**config.mk**
```make
export PLATFORM = sky130hd
export DESIGN_NAME = mcseq_top
export DESIGN_NICKNAME = d
export VERILOG_FILES = /design/src/rtl/mcseq_pkg.sv /design/src/rtl/mcseq_div.sv /design/src/rtl/mcseq_stepq.sv /design/src/rtl/mcseq_decode.sv /design/src/rtl/mcseq_top.sv
export SDC_FILE = /design/constraint.sdc
export NUM_CORES = 1
export LEC_CHECK = 0
export ABC_CLOCK_PERIOD_IN_PS = 3070
export CAP_MARGIN = 20
export CORE_ASPECT_RATIO = 1.4
export CORE_MARGIN = 2
export CORE_UTILIZATION = 46
export CTS_BUF_LIST = sky130_fd_sc_hd__clkbuf_16
export CTS_CLUSTER_SIZE = 40
export DETAILED_ROUTE_END_ITERATION = 8
export HOLD_SLACK_MARGIN = 0.1
export PLACE_DENSITY_LB_ADDON = 0.15
export SYNTH_ARGS = -nofsm -noshare
export SYNTH_HDL_FRONTEND = slang
export SYNTH_SLANG_ARGS = --single-unit
```
**constraint.sdc**
```tcl
create_clock -name clk -period 3.07 [get_ports clk]
set_clock_uncertainty 0.05 [all_clocks]
set_input_delay 0.7675 -clock clk [delete_from_list [all_inputs] [get_ports clk]]
set_output_delay 0.7675 -clock clk [all_outputs]
set_load 0.02 [all_outputs]
```
**src/rtl/mcseq_pkg.sv**
```systemverilog
package mcseq_pkg;
  localparam int AW        = 16;
  localparam int DW        = 8;
  localparam int MAX_STEPS = 5;
  localparam int CNT_W     = $clog2(MAX_STEPS + 1);

  typedef enum logic [3:0] {
    S_IDLE, S_RD_DST, S_RD_LO, S_RD_HI, S_WR_HL, S_RD_OFS,
    S_ADD_OFS, S_RD_T1, S_RD_T2, S_PUSH_HI, S_PUSH_LO_JMP
  } step_t;

  typedef enum logic {PH_FETCH, PH_EXEC} phase_t;

  localparam logic [7:0] OP_XORA = 8'hAF;
  localparam logic [7:0] OP_LDHL = 8'h21;
  localparam logic [7:0] OP_STHL = 8'h77;
  localparam logic [7:0] OP_JRNZ = 8'h20;
  localparam logic [7:0] OP_CALL = 8'hCD;
  localparam logic [7:0] OP_PFX  = 8'hCB;

  localparam logic [2:0] RI_H = 3'd4;
  localparam logic [2:0] RI_L = 3'd5;
  localparam logic [2:0] RI_A = 3'd7;
endpackage

```
**src/rtl/mcseq_div.sv**
```systemverilog
module mcseq_div #(
  parameter int PER = 4,
  localparam int W = $clog2(PER)
) (
  input  logic clk,
  input  logic rst_n,
  output logic first,
  output logic tick
);
  logic [W-1:0] cnt_q, cnt_n;

  assign tick  = (cnt_q == W'(PER - 1));
  assign first = (cnt_q == '0);

  always_comb begin
    cnt_n = tick ? '0 : cnt_q + W'(1);
  end

  always_ff @(posedge clk or negedge rst_n) begin
    if (!rst_n) cnt_q <= '0;
    else        cnt_q <= cnt_n;
  end

  // a machine cycle closes and the next opens on the following clock
  p_wrap_r1: assert property (@(posedge clk) disable iff (!rst_n)
    tick |=> first);
endmodule

```
**src/rtl/mcseq_stepq.sv**
```systemverilog
module mcseq_stepq
  import mcseq_pkg::*;
#(
  parameter int DEPTH = MAX_STEPS,
  localparam int CW = $clog2(DEPTH + 1)
) (
  input  logic                    clk,
  input  logic                    rst_n,
  input  logic                    load,
  input  logic [CW-1:0]           load_n,
  input  step_t [DEPTH-1:0]       load_seq,
  input  logic                    pop,
  output step_t                   head,
  output logic                    last
);
  step_t         q [DEPTH];
  logic [CW-1:0] cnt_q, cnt_n;

  for (genvar g = 0; g < DEPTH; g++) begin : g_slot
    step_t nxt;
    if (g == DEPTH - 1) begin : g_tail
      always_comb begin
        nxt = q[g];
        if (load)     nxt = load_seq[g];
        else if (pop) nxt = S_IDLE;
      end
    end else begin : g_body
      always_comb begin
        nxt = q[g];
        if (load)     nxt = load_seq[g];
        else if (pop) nxt = q[g+1];
      end
    end
    always_ff @(posedge clk or negedge rst_n) begin
      if (!rst_n) q[g] <= S_IDLE;
      else        q[g] <= nxt;
    end
  end

  always_comb begin
    cnt_n = cnt_q;
    if (load)     cnt_n = load_n;
    else if (pop) cnt_n = cnt_q - CW'(1);
  end

  always_ff @(posedge clk or negedge rst_n) begin
    if (!rst_n) cnt_q <= '0;
    else        cnt_q <= cnt_n;
  end

  assign head = q[0];
  assign last = (cnt_q == CW'(1));

  // a new step list never lands on a queue that still holds steps
  p_load_empty_r9: assert property (@(posedge clk) disable iff (!rst_n)
    load |-> cnt_q == '0);
  // the longest list fits in the queue
  p_no_overflow_r9: assert property (@(posedge clk) disable iff (!rst_n)
    load |-> load_n <= CW'(DEPTH));
  // a step is retired only when one is pending
  p_pop_pending_r1: assert property (@(posedge clk) disable iff (!rst_n)
    pop |-> cnt_q != '0);
endmodule

```
**src/rtl/mcseq_decode.sv**
```systemverilog
module mcseq_decode
  import mcseq_pkg::*;
(
  input  logic                    [7:0] opc,
  input  logic                          ext,
  input  logic                          zf,
  output logic                          pfx,
  output logic                          clr_a,
  output logic                    [2:0] dst,
  output logic              [CNT_W-1:0] n,
  output step_t         [MAX_STEPS-1:0] seq
);
  always_comb begin
    pfx   = 1'b0;
    clr_a = 1'b0;
    dst   = opc[5:3];
    n     = '0;
    for (int i = 0; i < MAX_STEPS; i++) seq[i] = S_IDLE;
    if (!ext) begin
      case (opc)
        OP_PFX:  pfx = 1'b1;
        OP_XORA: clr_a = 1'b1;
        OP_LDHL: begin
          n = CNT_W'(2);
          seq[0] = S_RD_LO;
          seq[1] = S_RD_HI;
        end
        OP_STHL: begin
          n = CNT_W'(1);
          seq[0] = S_WR_HL;
        end
        OP_JRNZ: begin
          n = zf ? CNT_W'(1) : CNT_W'(2);
          seq[0] = S_RD_OFS;
          seq[1] = S_ADD_OFS;
        end
        OP_CALL: begin
          n = CNT_W'(5);
          seq[0] = S_RD_T1;
          seq[1] = S_RD_T2;
          seq[2] = S_IDLE;
          seq[3] = S_PUSH_HI;
          seq[4] = S_PUSH_LO_JMP;
        end
        default: begin
          if (opc[7:6] == 2'b00 && opc[2:0] == 3'b110 && opc[5:3] != 3'b110) begin
            n = CNT_W'(1);
            seq[0] = S_RD_DST;
          end
        end
      endcase
    end
  end
endmodule

```
**src/rtl/mcseq_top.sv**
```systemverilog
module mcseq_top
  import mcseq_pkg::*;
#(
  parameter int CLK_PER_MC = 4
) (
  input  logic          clk,
  input  logic          rst_n,
  output logic [AW-1:0] mem_addr,
  output logic          mem_rd,
  output logic          mem_wr,
  output logic [DW-1:0] mem_wdata,
  input  logic [DW-1:0] mem_rdata,
  output logic          op_start
);
  phase_t        phase_q, phase_n;
  logic [AW-1:0] pc_q, pc_n, sp_q, sp_n;
  logic [DW-1:0] rf_q [8];
  logic [DW-1:0] rf_n [8];
  logic [DW-1:0] t1_q, t1_n, t2_q, t2_n;
  logic          zf_q, zf_n, ext_q, ext_n;
  logic [2:0]    dst_q, dst_n;

  logic                  mc_first, mc_tick;
  logic                  dec_pfx, dec_clr;
  logic [2:0]            dec_dst;
  logic [CNT_W-1:0]      dec_n;
  step_t [MAX_STEPS-1:0] dec_seq;
  step_t                 head;
  logic                  q_last, q_load, q_pop, fetch;

  mcseq_div #(.PER(CLK_PER_MC)) div_i (
    .clk(clk), .rst_n(rst_n), .first(mc_first), .tick(mc_tick)
  );

  mcseq_decode dec_i (
    .opc(mem_rdata), .ext(ext_q), .zf(zf_q), .pfx(dec_pfx), .clr_a(dec_clr),
    .dst(dec_dst), .n(dec_n), .seq(dec_seq)
  );

  mcseq_stepq #(.DEPTH(MAX_STEPS)) q_i (
    .clk(clk), .rst_n(rst_n), .load(q_load), .load_n(dec_n),
    .load_seq(dec_seq), .pop(q_pop), .head(head), .last(q_last)
  );

  assign fetch    = (phase_q == PH_FETCH);
  assign op_start = fetch && mc_first && !ext_q;
  assign q_load   = mc_tick && fetch && !dec_pfx && (dec_n != '0);
  assign q_pop    = mc_tick && !fetch;

  always_comb begin
    mem_addr  = pc_q;
    mem_wdata = rf_q[RI_A];
    mem_rd    = 1'b0;
    mem_wr    = 1'b0;
    if (fetch) begin
      mem_rd = mc_tick;
    end else begin
      case (head)
        S_WR_HL: begin
          mem_addr = {rf_q[RI_H], rf_q[RI_L]};
          mem_wr   = mc_tick;
        end
        S_PUSH_HI: begin
          mem_addr  = sp_q - AW'(1);
          mem_wdata = pc_q[15:8];
          mem_wr    = mc_tick;
        end
        S_PUSH_LO_JMP: begin
          mem_addr  = sp_q - AW'(1);
          mem_wdata = pc_q[7:0];
          mem_wr    = mc_tick;
        end
        S_RD_DST, S_RD_LO, S_RD_HI, S_RD_OFS, S_RD_T1, S_RD_T2: mem_rd = mc_tick;
        default: ;
      endcase
    end
  end

  always_comb begin
    phase_n = phase_q;
    pc_n    = pc_q;
    sp_n    = sp_q;
    rf_n    = rf_q;
    t1_n    = t1_q;
    t2_n    = t2_q;
    zf_n    = zf_q;
    ext_n   = ext_q;
    dst_n   = dst_q;
    if (mc_tick) begin
      if (fetch) begin
        pc_n = pc_q + AW'(1);
        if (dec_pfx) begin
          ext_n = 1'b1;
        end else begin
          ext_n = 1'b0;
          dst_n = dec_dst;
          if (dec_clr) begin
            rf_n[RI_A] = '0;
            zf_n       = 1'b1;
          end
          if (dec_n != '0) phase_n = PH_EXEC;
        end
      end else begin
        case (head)
          S_RD_DST: begin rf_n[dst_q] = mem_rdata; pc_n = pc_q + AW'(1); end
          S_RD_LO:  begin rf_n[RI_L]  = mem_rdata; pc_n = pc_q + AW'(1); end
          S_RD_HI:  begin rf_n[RI_H]  = mem_rdata; pc_n = pc_q + AW'(1); end
          S_RD_OFS, S_RD_T1: begin t1_n = mem_rdata; pc_n = pc_q + AW'(1); end
          S_RD_T2:  begin t2_n = mem_rdata; pc_n = pc_q + AW'(1); end
          S_ADD_OFS: pc_n = pc_q + {{(AW-DW){t1_q[DW-1]}}, t1_q};
          S_PUSH_HI: sp_n = sp_q - AW'(1);
          S_PUSH_LO_JMP: begin
            sp_n = sp_q - AW'(1);
            pc_n = {t2_q, t1_q};
          end
          default: ;
        endcase
        if (q_last) phase_n = PH_FETCH;
      end
    end
  end

  always_ff @(posedge clk or negedge rst_n) begin
    if (!rst_n) begin
      phase_q <= PH_FETCH;
      pc_q    <= '0;
      sp_q    <= 16'hFFFE;
      for (int i = 0; i < 8; i++) rf_q[i] <= '0;
      t1_q    <= '0;
      t2_q    <= '0;
      zf_q    <= 1'b0;
      ext_q   <= 1'b0;
      dst_q   <= '0;
    end else begin
      phase_q <= phase_n;
      pc_q    <= pc_n;
      sp_q    <= sp_n;
      rf_q    <= rf_n;
      t1_q    <= t1_n;
      t2_q    <= t2_n;
      zf_q    <= zf_n;
      ext_q   <= ext_n;
      dst_q   <= dst_n;
    end
  end

  // strobes are exclusive
  p_rd_wr_excl_r1: assert property (@(posedge clk) disable iff (!rst_n)
    !(mem_rd && mem_wr));
  // the address holds until a machine cycle closes
  p_addr_hold_r1: assert property (@(posedge clk) disable iff (!rst_n)
    !mc_tick |=> $stable(mem_addr));
  // the fetch marker lasts one clock
  p_start_pulse_r3: assert property (@(posedge clk) disable iff (!rst_n)
    op_start |=> !op_start);
  // every fetch cycle advances PC by one
  p_fetch_inc_r3: assert property (@(posedge clk) disable iff (!rst_n)
    (fetch && mc_tick) |=> pc_q == $past(pc_q) + AW'(1));
  // clearing the accumulator also sets the zero flag
  p_xor_zero_r4: assert property (@(posedge clk) disable iff (!rst_n)
    (fetch && mc_tick && !ext_q && mem_rdata == OP_XORA) |=> zf_q && rf_q[RI_A] == '0);
  // each stack write moves SP down by one
  p_push_sp_r9: assert property (@(posedge clk) disable iff (!rst_n)
    (mem_wr && !fetch && head != S_WR_HL) |=> sp_q == $past(sp_q) - AW'(1));
endmodule

```
-- Word level (Yosys, flattened, before mapping)
Cells that the tools add are included.
- add/sub/neg operators: 5
- magnitude comparators: 2
- eq/ne operators: 23
- multiplexer cells: 50
- bitwise operators: 3
- reductions and logical operators: 34
- operators with widths (kind ; count):
    64-bit bitwise mux ; 1
    8-bit 2-to-1 mux ; 6
    16-bit one-hot mux with 3 select lines ; 1
    8-bit one-hot mux with 2 select lines ; 3
    4-bit 2-to-1 mux ; 10
    16-bit 2-to-1 mux ; 2
    16-bit one-hot mux with 2 select lines ; 1
    8-bit demux with 3-bit select ; 1
    8-bit equality test, second input constant ; 3
    3-bit AND reduction ; 7
    20-bit 2-to-1 mux ; 1
    4-bit one-hot mux with 5 select lines ; 1
    16-bit by 1-bit adder with 16-bit output, second input constant ; 1
    16-bit adder ; 1
    4-bit by 3-bit equality test with 1-bit output, second input constant ; 4
    8-bit by 6-bit equality test with 1-bit output, second input constant ; 2
    16-bit by 1-bit subtractor with 16-bit output, second input constant ; 1
    1-bit 2-to-1 mux ; 15
    3-bit one-hot mux with 5 select lines ; 1
    4-bit equality test, second input constant ; 3
    12-bit 2-to-1 mux ; 1
    4-bit one-hot mux with 3 select lines ; 1
    1-bit logical AND ; 9
    3-bit 2-to-1 mux ; 3
    other kinds (26) ; 38
- register bits: 143
- output and inout bits: 27
- logic and storage cells: 140

-- Logic depth before layout (Yosys ltp)
Gate-level depths: netlist (run 1).
- depth after elaboration: 10
- depth in mapped cells: 10
- depth with buffers taken out: 10

-- By module
Synthesis (run 1) repeated with hierarchy kept, for this count alone.
- cell total of the unflattened synthesis: 740
- area, all modules: 6836.6 µm²
- by module, submodules not included (module ; times used ; cells an instance ; area each (µm²) ; sequential area each (µm²)):
    mcseq_top ; 1 ; 574 ; 5266.3 ; 1970.6
    mcseq_stepq ; 1 ; 110 ; 1159.9 ; 575.6
    mcseq_decode ; 1 ; 49 ; 324.1 ; 0.0
    mcseq_div ; 1 ; 7 ; 86.3 ; 50.0

-- Worst setup path before layout (run 1)
OpenSTA, ideal clock, no wires.
- path kind: register to output
- start: register sp_q[0]
- end: output port mem_addr[15]
- arrival: 2.045 ns
- required time: 2.253 ns
- slack: 0.207 ns
- stages on the path, launching flop included: 8
- path buffers: 0
- path through: dfrtp_1 nor3_4 nand2b_2 or3_4 nor3_4 and4bb_1 xnor2_1 o21ai_0
- longest elaborated chain between the ends: 3
- ends and longest elaborated chain (element ; RTL line ; text):
    from (decl) ; mcseq_top.sv:16 ; logic [AW-1:0] pc_q, pc_n, sp_q, sp_n;
    from (signal assigned) ; mcseq_top.sv:137 ; sp_q <= sp_n;
    16-bit by 1-bit subtractor with 16-bit output ; mcseq_top.sv:64, mcseq_top.sv:69 ;
    16-bit one-hot mux with 2 select lines ; mcseq_top.sv:58 ; case (head)
    16-bit 2-to-1 mux ; mcseq_top.sv:55 ; if (fetch) begin
    to (decl) ; mcseq_top.sv:8 ; output logic [AW-1:0] mem_addr,
No other way between the ends.

-- Worst setup path in the final report (run 1)
- start: register sp_q[0]
- end: output port mem_addr[12]
Same word-level chain as after synthesis.

==> impl_metrics.env, run 1 <==
export IMPL_critPathRequiredTime_ps=2250
export IMPL_grt_first_pass_wirelength_mm=30.55
export IMPL_dr_first_iter_drc_count=363
export IMPL_syn_num_nets=733
export IMPL_rsz0062_at_grt="true"
export IMPL_clock_sinks=96
export IMPL_yosys_most_used_dff="dfrtp_1"
export IMPL_p_per_area_nw_per_um2=754.3
export IMPL_dp_hpwl_mm=14.20
export IMPL_ant_nets=0
export IMPL_grt_pass1_vias=5711
export IMPL_syn_area_per_cell_um2=9.099
export IMPL_die_area_um2=14840
export IMPL_post_route_drc_count=0
export IMPL_io_pins=37
export IMPL_cp_arrival_ps=2380
export IMPL_place_ws_ps=-312.6
export IMPL_setup_violations=8
export IMPL_tns_ps=-763.7
export IMPL_yosysUniqueCellTypes=80
export IMPL_htreeDepth=3
export IMPL_cts_buffers=9
export IMPL_synth_top_area_frac=0.3178
export IMPL_layout_drive_gt1_share=0.2465
export IMPL_clock_path_buffers=2
export IMPL_via_count=5778
export IMPL_firstDrtPassIters=5
export IMPL_maxSlewViolCount=0
export IMPL_violations="setup timing"
export IMPL_clkTransAtPathRegs_ps=70
export IMPL_setup_ws_ps=-130.3
export IMPL_placed_area_um2=7242
export IMPL_coreArea_um2=13450
export IMPL_clkPwrFrac=0.210
export IMPL_stdcell_area_um2=7749
export IMPL_postSynthCellCount=701
export IMPL_max_freq_mhz=312.5
export IMPL_place_gp_congestion=0.8907
export IMPL_insertedDiodeCount=0
export IMPL_max_cap_violations=0
export IMPL_power_frac_comb=0.471
export IMPL_synth_edf_count=0
export IMPL_async_flop_share=1.000
export IMPL_initial_core_util=0.4742
export IMPL_yosys_area_top_type="dfrtp_1"
export IMPL_fin_util=0.5761
export IMPL_p_int_uw=3683
export IMPL_rows=50
export IMPL_grt_usage=0.2634
export IMPL_syn_area_um2=6379
export IMPL_die_x_um=103.5
export IMPL_swShare=0.3699
export IMPL_relSlewSlack=0.3443
export IMPL_ys_seq_area_frac=0.3796
export IMPL_root_buffer="clkbuf_16"
export IMPL_stdcell_count=961
export IMPL_ys_seq_elements=96
export IMPL_grt_max_degree=59
export IMPL_synth_area_leaders="dfrtp_1 (32%), dfstp_2 (6.2%), o21ai_0 (5.5%), nand2_1 (5.4%), mux2_2 (4.8%)"
export IMPL_vdd_drop_max_uv=765.4
export IMPL_tightest_slew_ps=982.6
export IMPL_ys_warnings_count=0
export IMPL_hp_class="flip-flop to flip-flop"
export IMPL_cts_tree="yes"
export IMPL_cp_end_kind="primary output"
export IMPL_dp_cells=934
export IMPL_grt_overflow=0
export IMPL_p_sw_uw=2162
export IMPL_timing_final_crit_share=1.042
export IMPL_seqPwrFrac=0.320
export IMPL_nets=806
export IMPL_routed_wirelength_mm=19.35
export IMPL_post_drt_via_cell_ratio=6.012
export IMPL_p_leak_uw=0.003393
export IMPL_worstSetupStartpointType="flip-flop"
export IMPL_status="complete, but fails checks"
export IMPL_clock_latency_ps=350
export IMPL_crit_fanout=3
export IMPL_post_route_min_period_ps=3200
export IMPL_antenna_found_initial=0
export IMPL_die_y_um=143.3
export IMPL_routedWlPerCell_um=20.14
export IMPL_io_buffers=36
export IMPL_syn2layout_area_growth_pct=21.48
export IMPL_path_class="flip-flop to primary output"
export IMPL_hold_violations=0
## final cells by class
| type | instances | area (µm²) |
|---|---|---|
| inverter | 21 | 78.83 |
| sequential | 96 | 2422 |
| clock inverter | 7 | 95.09 |
| fill | 1190 | 5702 |
| multi-input combinational | 541 | 3812 |
| tap | 182 | 227.7 |
| timing repair buffer | 105 | 887.1 |
| clock buffer | 9 | 225.2 |
## synth_stat cells, types with 13 or more instances
cell type / count
nand2_1: 92
dfrtp_1: 81
o21ai_0: 70
nor2_1: 36
a22o_1: 34
a21oi_1: 30
mux2_2: 27
xnor2_1: 24
clkbuf_1: 23
ha_1: 21
inv_1: 21
nand3_1: 21
buf_2: 15
dfstp_2: 15
xor2_1: 15
nor3_1: 13
## power by group through the flow
stage	clock network [µW]	registers [µW]	logic, µW
final	1230	1870	2750
after global routing	1300	1890	2970
after CTS	1240	1840	2470
after detailed placement	0	1860	2270
after global placement	0	1840	2220
after floorplan	0	1740	1450
## worst max-delay path, stage by stage (launching register included)
cell and delay, ps:
dfrtp_2 440, inv_2 90, ha_4 130, nor3b_4 210, nand2_2 80, or3_4 360
buf_6 130, nor2_4 100, xnor2_2 110, o21ai_1 70, a22o_1 190, buf_6 130
## stage by stage
| stage | total power (µW) | hold slack, ps |
|---|---|---|
| 2_1_floorplan | 3198 | 368.8 |
| 3_3_place_gp | 4060 | 387.0 |
| 3_5_place_dp | 4130 | 396.2 |
| 4_1_cts | 5553 | 411.2 |
| 5_1_grt | 6161 | 431.6 |
| 6_report | 5845 | 409.3 |
## timing repair
action | in CTS | in global routing
resized for setup | 98 | 33
buffers inserted | 5 | 6
endpoints found under the setup margin | 26 | 18
hold buffers | 0 | 0
pin swaps | 8 | 11
## flip-flops by register name, summed over array words and instances, names as in the netlist, 4 cells and up
register / cells
rf_q: 24
t2_q: 8
q_i.head: 4
sp_q: 16
t1_q: 8
pc_q: 16
q_i.q: 9
## per-layer routing
metal / vias to the layer above / routed length (µm) / global-route usage
met4: 0 / 732 / 0.1195
met1: 2846 / 7669 / 0.3041
met3: 49 / 938 / 0.04898
met5: - / 0 / 0
met2: 195 / 10010 / 0.4768
li1: 2688 / - / -
## path summary, 6_finish.rpt
path                                      from                   end  slack, ps  cells after the start
max                        sp_q[0]$_DFFE_PN0P_          mem_addr[12]       -130                     11
min                           zf_q$_DFFE_PN0P_      zf_q$_DFFE_PN0P_        410                      2
max reg2reg                pc_q[1]$_DFFE_PN0P_  pc_q[12]$_DFFE_PN0P_        280                      9
min reg2reg                   zf_q$_DFFE_PN0P_      zf_q$_DFFE_PN0P_        410                      2
max in group asynchronous                rst_n   pc_q[4]$_DFFE_PN0P_       1840                      2
min in group asynchronous                rst_n  q_i.q[1]$_DFFE_PN0P_        430                      1
## kinds of logic (layout without fill, tap and decap cells)
kind of cell             count (synthesis)  after routing  synth area share
AND/OR/NAND/NOR                        240            240            0.2050
AO/OA/AOI/OAI                          209            209            0.2207
flip-flops                              96             96            0.3796
buffers and inverters                   64            142           0.04296
XOR/XNOR                                39             39           0.05355
multiplexers                            31             31           0.05394
adder cells (fa/ha/maj)                 22             22           0.04433
## layout by cell type (no fill, tap or decap), drive strengths merged, types with 21 or more instances in the layout
cell type	synthesis	layout
nand2	94	94
buf	20	82
dfrtp	81	81
o21ai	77	77
nor2	38	38
a22o	34	34
a21oi	30	30
mux2	27	27
xnor2	24	24
inv	21	22
nand3	21	21
ha	21	21
No activity file was read; power rests on OpenSTA's default activity.
==> run 2, diff against run 1 <==
CTS_BUF_LIST = default   (was sky130_fd_sc_hd__clkbuf_16)
==> impl_metrics.env, run 2 (synthesis gave the netlist of run 1 again) <==
export IMPL_grt_usage=0.2635
export IMPL_via_count=5783
export IMPL_routed_wirelength_mm=19.29
export IMPL_place_ws_ps=-312.6
export IMPL_largest_reg_flops=24
export IMPL_grt_pass1_vias=5714
export IMPL_vdd_drop_max_uv=764.9
export IMPL_root_buffer="clkbuf_16"
export IMPL_firstDrtPassIters=5
export IMPL_io_pins=37
export IMPL_rsz0062_at_grt="true"
export IMPL_clock_path_buffers=2
export IMPL_hp_class="flip-flop to flip-flop"
export IMPL_routedWlPerCell_um=20.08
export IMPL_top_regs="rf_q (24), pc_q (16), sp_q (16)"
export IMPL_violations="setup timing"
export IMPL_post_route_drc_count=0
export IMPL_maxSlewViolCount=0
export IMPL_io_buffers=36
export IMPL_layout_drive_gt1_share=0.2478
export IMPL_syn2layout_area_growth_pct=21.64
export IMPL_post_route_min_period_ps=3199
export IMPL_cts_tree="yes"
export IMPL_status="complete, but fails checks"
export IMPL_clkTransAtPathRegs_ps=70
export IMPL_antenna_found_initial=0
export IMPL_cp_arrival_ps=2380
export IMPL_initial_core_util=0.4742
export IMPL_cts_buffers=9
export IMPL_cp_end_kind="primary output"
export IMPL_post_drt_via_cell_ratio=6.018
export IMPL_die_x_um=103.5
export IMPL_die_y_um=143.3
export IMPL_setup_ws_ps=-128.9
export IMPL_worstSetupStartpointType="flip-flop"
export IMPL_grt_overflow=0
export IMPL_place_gp_congestion=0.8907
export IMPL_holdBufCountCts=0
export IMPL_grt_max_degree=59
export IMPL_rows=50
export IMPL_dr_first_iter_drc_count=404
export IMPL_relSlewSlack=0.3318
export IMPL_grt_first_pass_wirelength_mm=30.57
export IMPL_timing_final_crit_share=1.042
export IMPL_die_area_um2=14840
export IMPL_ant_nets=0
export IMPL_final_cell_mix="nand2_1 (89), dfrtp_1 (80), buf_4 (66)"
export IMPL_path_class="flip-flop to primary output"
export IMPL_max_freq_mhz=312.6
export IMPL_max_cap_violations=0
export IMPL_whs_ps=411.3
export IMPL_insertedDiodeCount=0
export IMPL_nets=806
export IMPL_p_leak_uw=0.003398
export IMPL_p_per_area_nw_per_um2=756.9
export IMPL_htreeDepth=3
export IMPL_coreArea_um2=13450
export IMPL_tightest_slew_ps=1001
export IMPL_crit_fanout=3
export IMPL_hold_violations=0
export IMPL_tns_ps=-745.3
export IMPL_top_register="rf_q"
export IMPL_final_common_cell="nand2_1"
export IMPL_setup_violations=8
export IMPL_critPathRequiredTime_ps=2250
export IMPL_clock_latency_ps=350
export IMPL_dp_hpwl_mm=14.20
export IMPL_clock_sinks=96
==> run 2: cell count changes in the layout (fill, tap and decap cells not counted) <==
cell / before / now
clkbuf_8: 0 / 1
clkinv_1: 1 / 0
==> run 2: layout make-up <==
class / count / area [µm²]
clock buffers: 10 / 239.0
clock inverters: 6 / 91.34
fillers: 1189 / 5692
inverters: 21 / 78.83
multi-input cells: 541 / 3812
flip-flops and latches: 96 / 2422
well taps: 182 / 227.7
repair buffers: 105 / 887.1
==> run 2: through the flow <==
step	total power [µW]	area, µm²	instances	utilization
global placement	4060	7242	934	0.5384
detailed placement	4130	7242	934	0.5384
finish	5872	7759	961	0.5768
floorplan	3198	6379	701	-
CTS	5579	7637	955	0.5678
global route	6188	7759	961	0.5768
==> run 2: metal layers <==
layer,share of wire,global-route usage,vias up
li1,-,-,2688
met1,0.40,0.3041,2845
met2,0.52,0.4772,201
met3,0.050,0.04898,49
met4,0.038,0.1195,0
met5,0,0,-
==> run 2: where the power goes <==
group	switching, µW	internal, µW	total [µW]
combinational	1320	1430	2750
sequential	327	1540	1870
clock	513	741	1250
==> run 2: timing repair <==
action | CTS | global route
buffers inserted | 5 | 6
pin swaps | 8 | 11
resized for setup | 98 | 33
setup endpoints to repair | 26 | 18
==> run 2: final timing paths <==
kind	start	endpoint	slack [ps]	cells after the start
max	sp_q[0]$_DFFE_PN0P_	mem_addr[12]	-130	11
min	zf_q$_DFFE_PN0P_	zf_q$_DFFE_PN0P_	410	2
max reg2reg	pc_q[1]$_DFFE_PN0P_	pc_q[12]$_DFFE_PN0P_	300	9
min reg2reg	zf_q$_DFFE_PN0P_	zf_q$_DFFE_PN0P_	410	2
max in group asynchronous	rst_n	pc_q[4]$_DFFE_PN0P_	1850	2
min in group asynchronous	rst_n	q_i.q[1]$_DFFE_PN0P_	430	1
==> run 2: critical path: stages (launching register included) <==
cell and delay, ps:
dfrtp_2 440, inv_2 90, ha_4 130, nor3b_4 210, nand2_2 80, or3_4 360, buf_6 130, nor2_4 100
xnor2_2 110, o21ai_1 70, a22o_1 190, buf_6 130
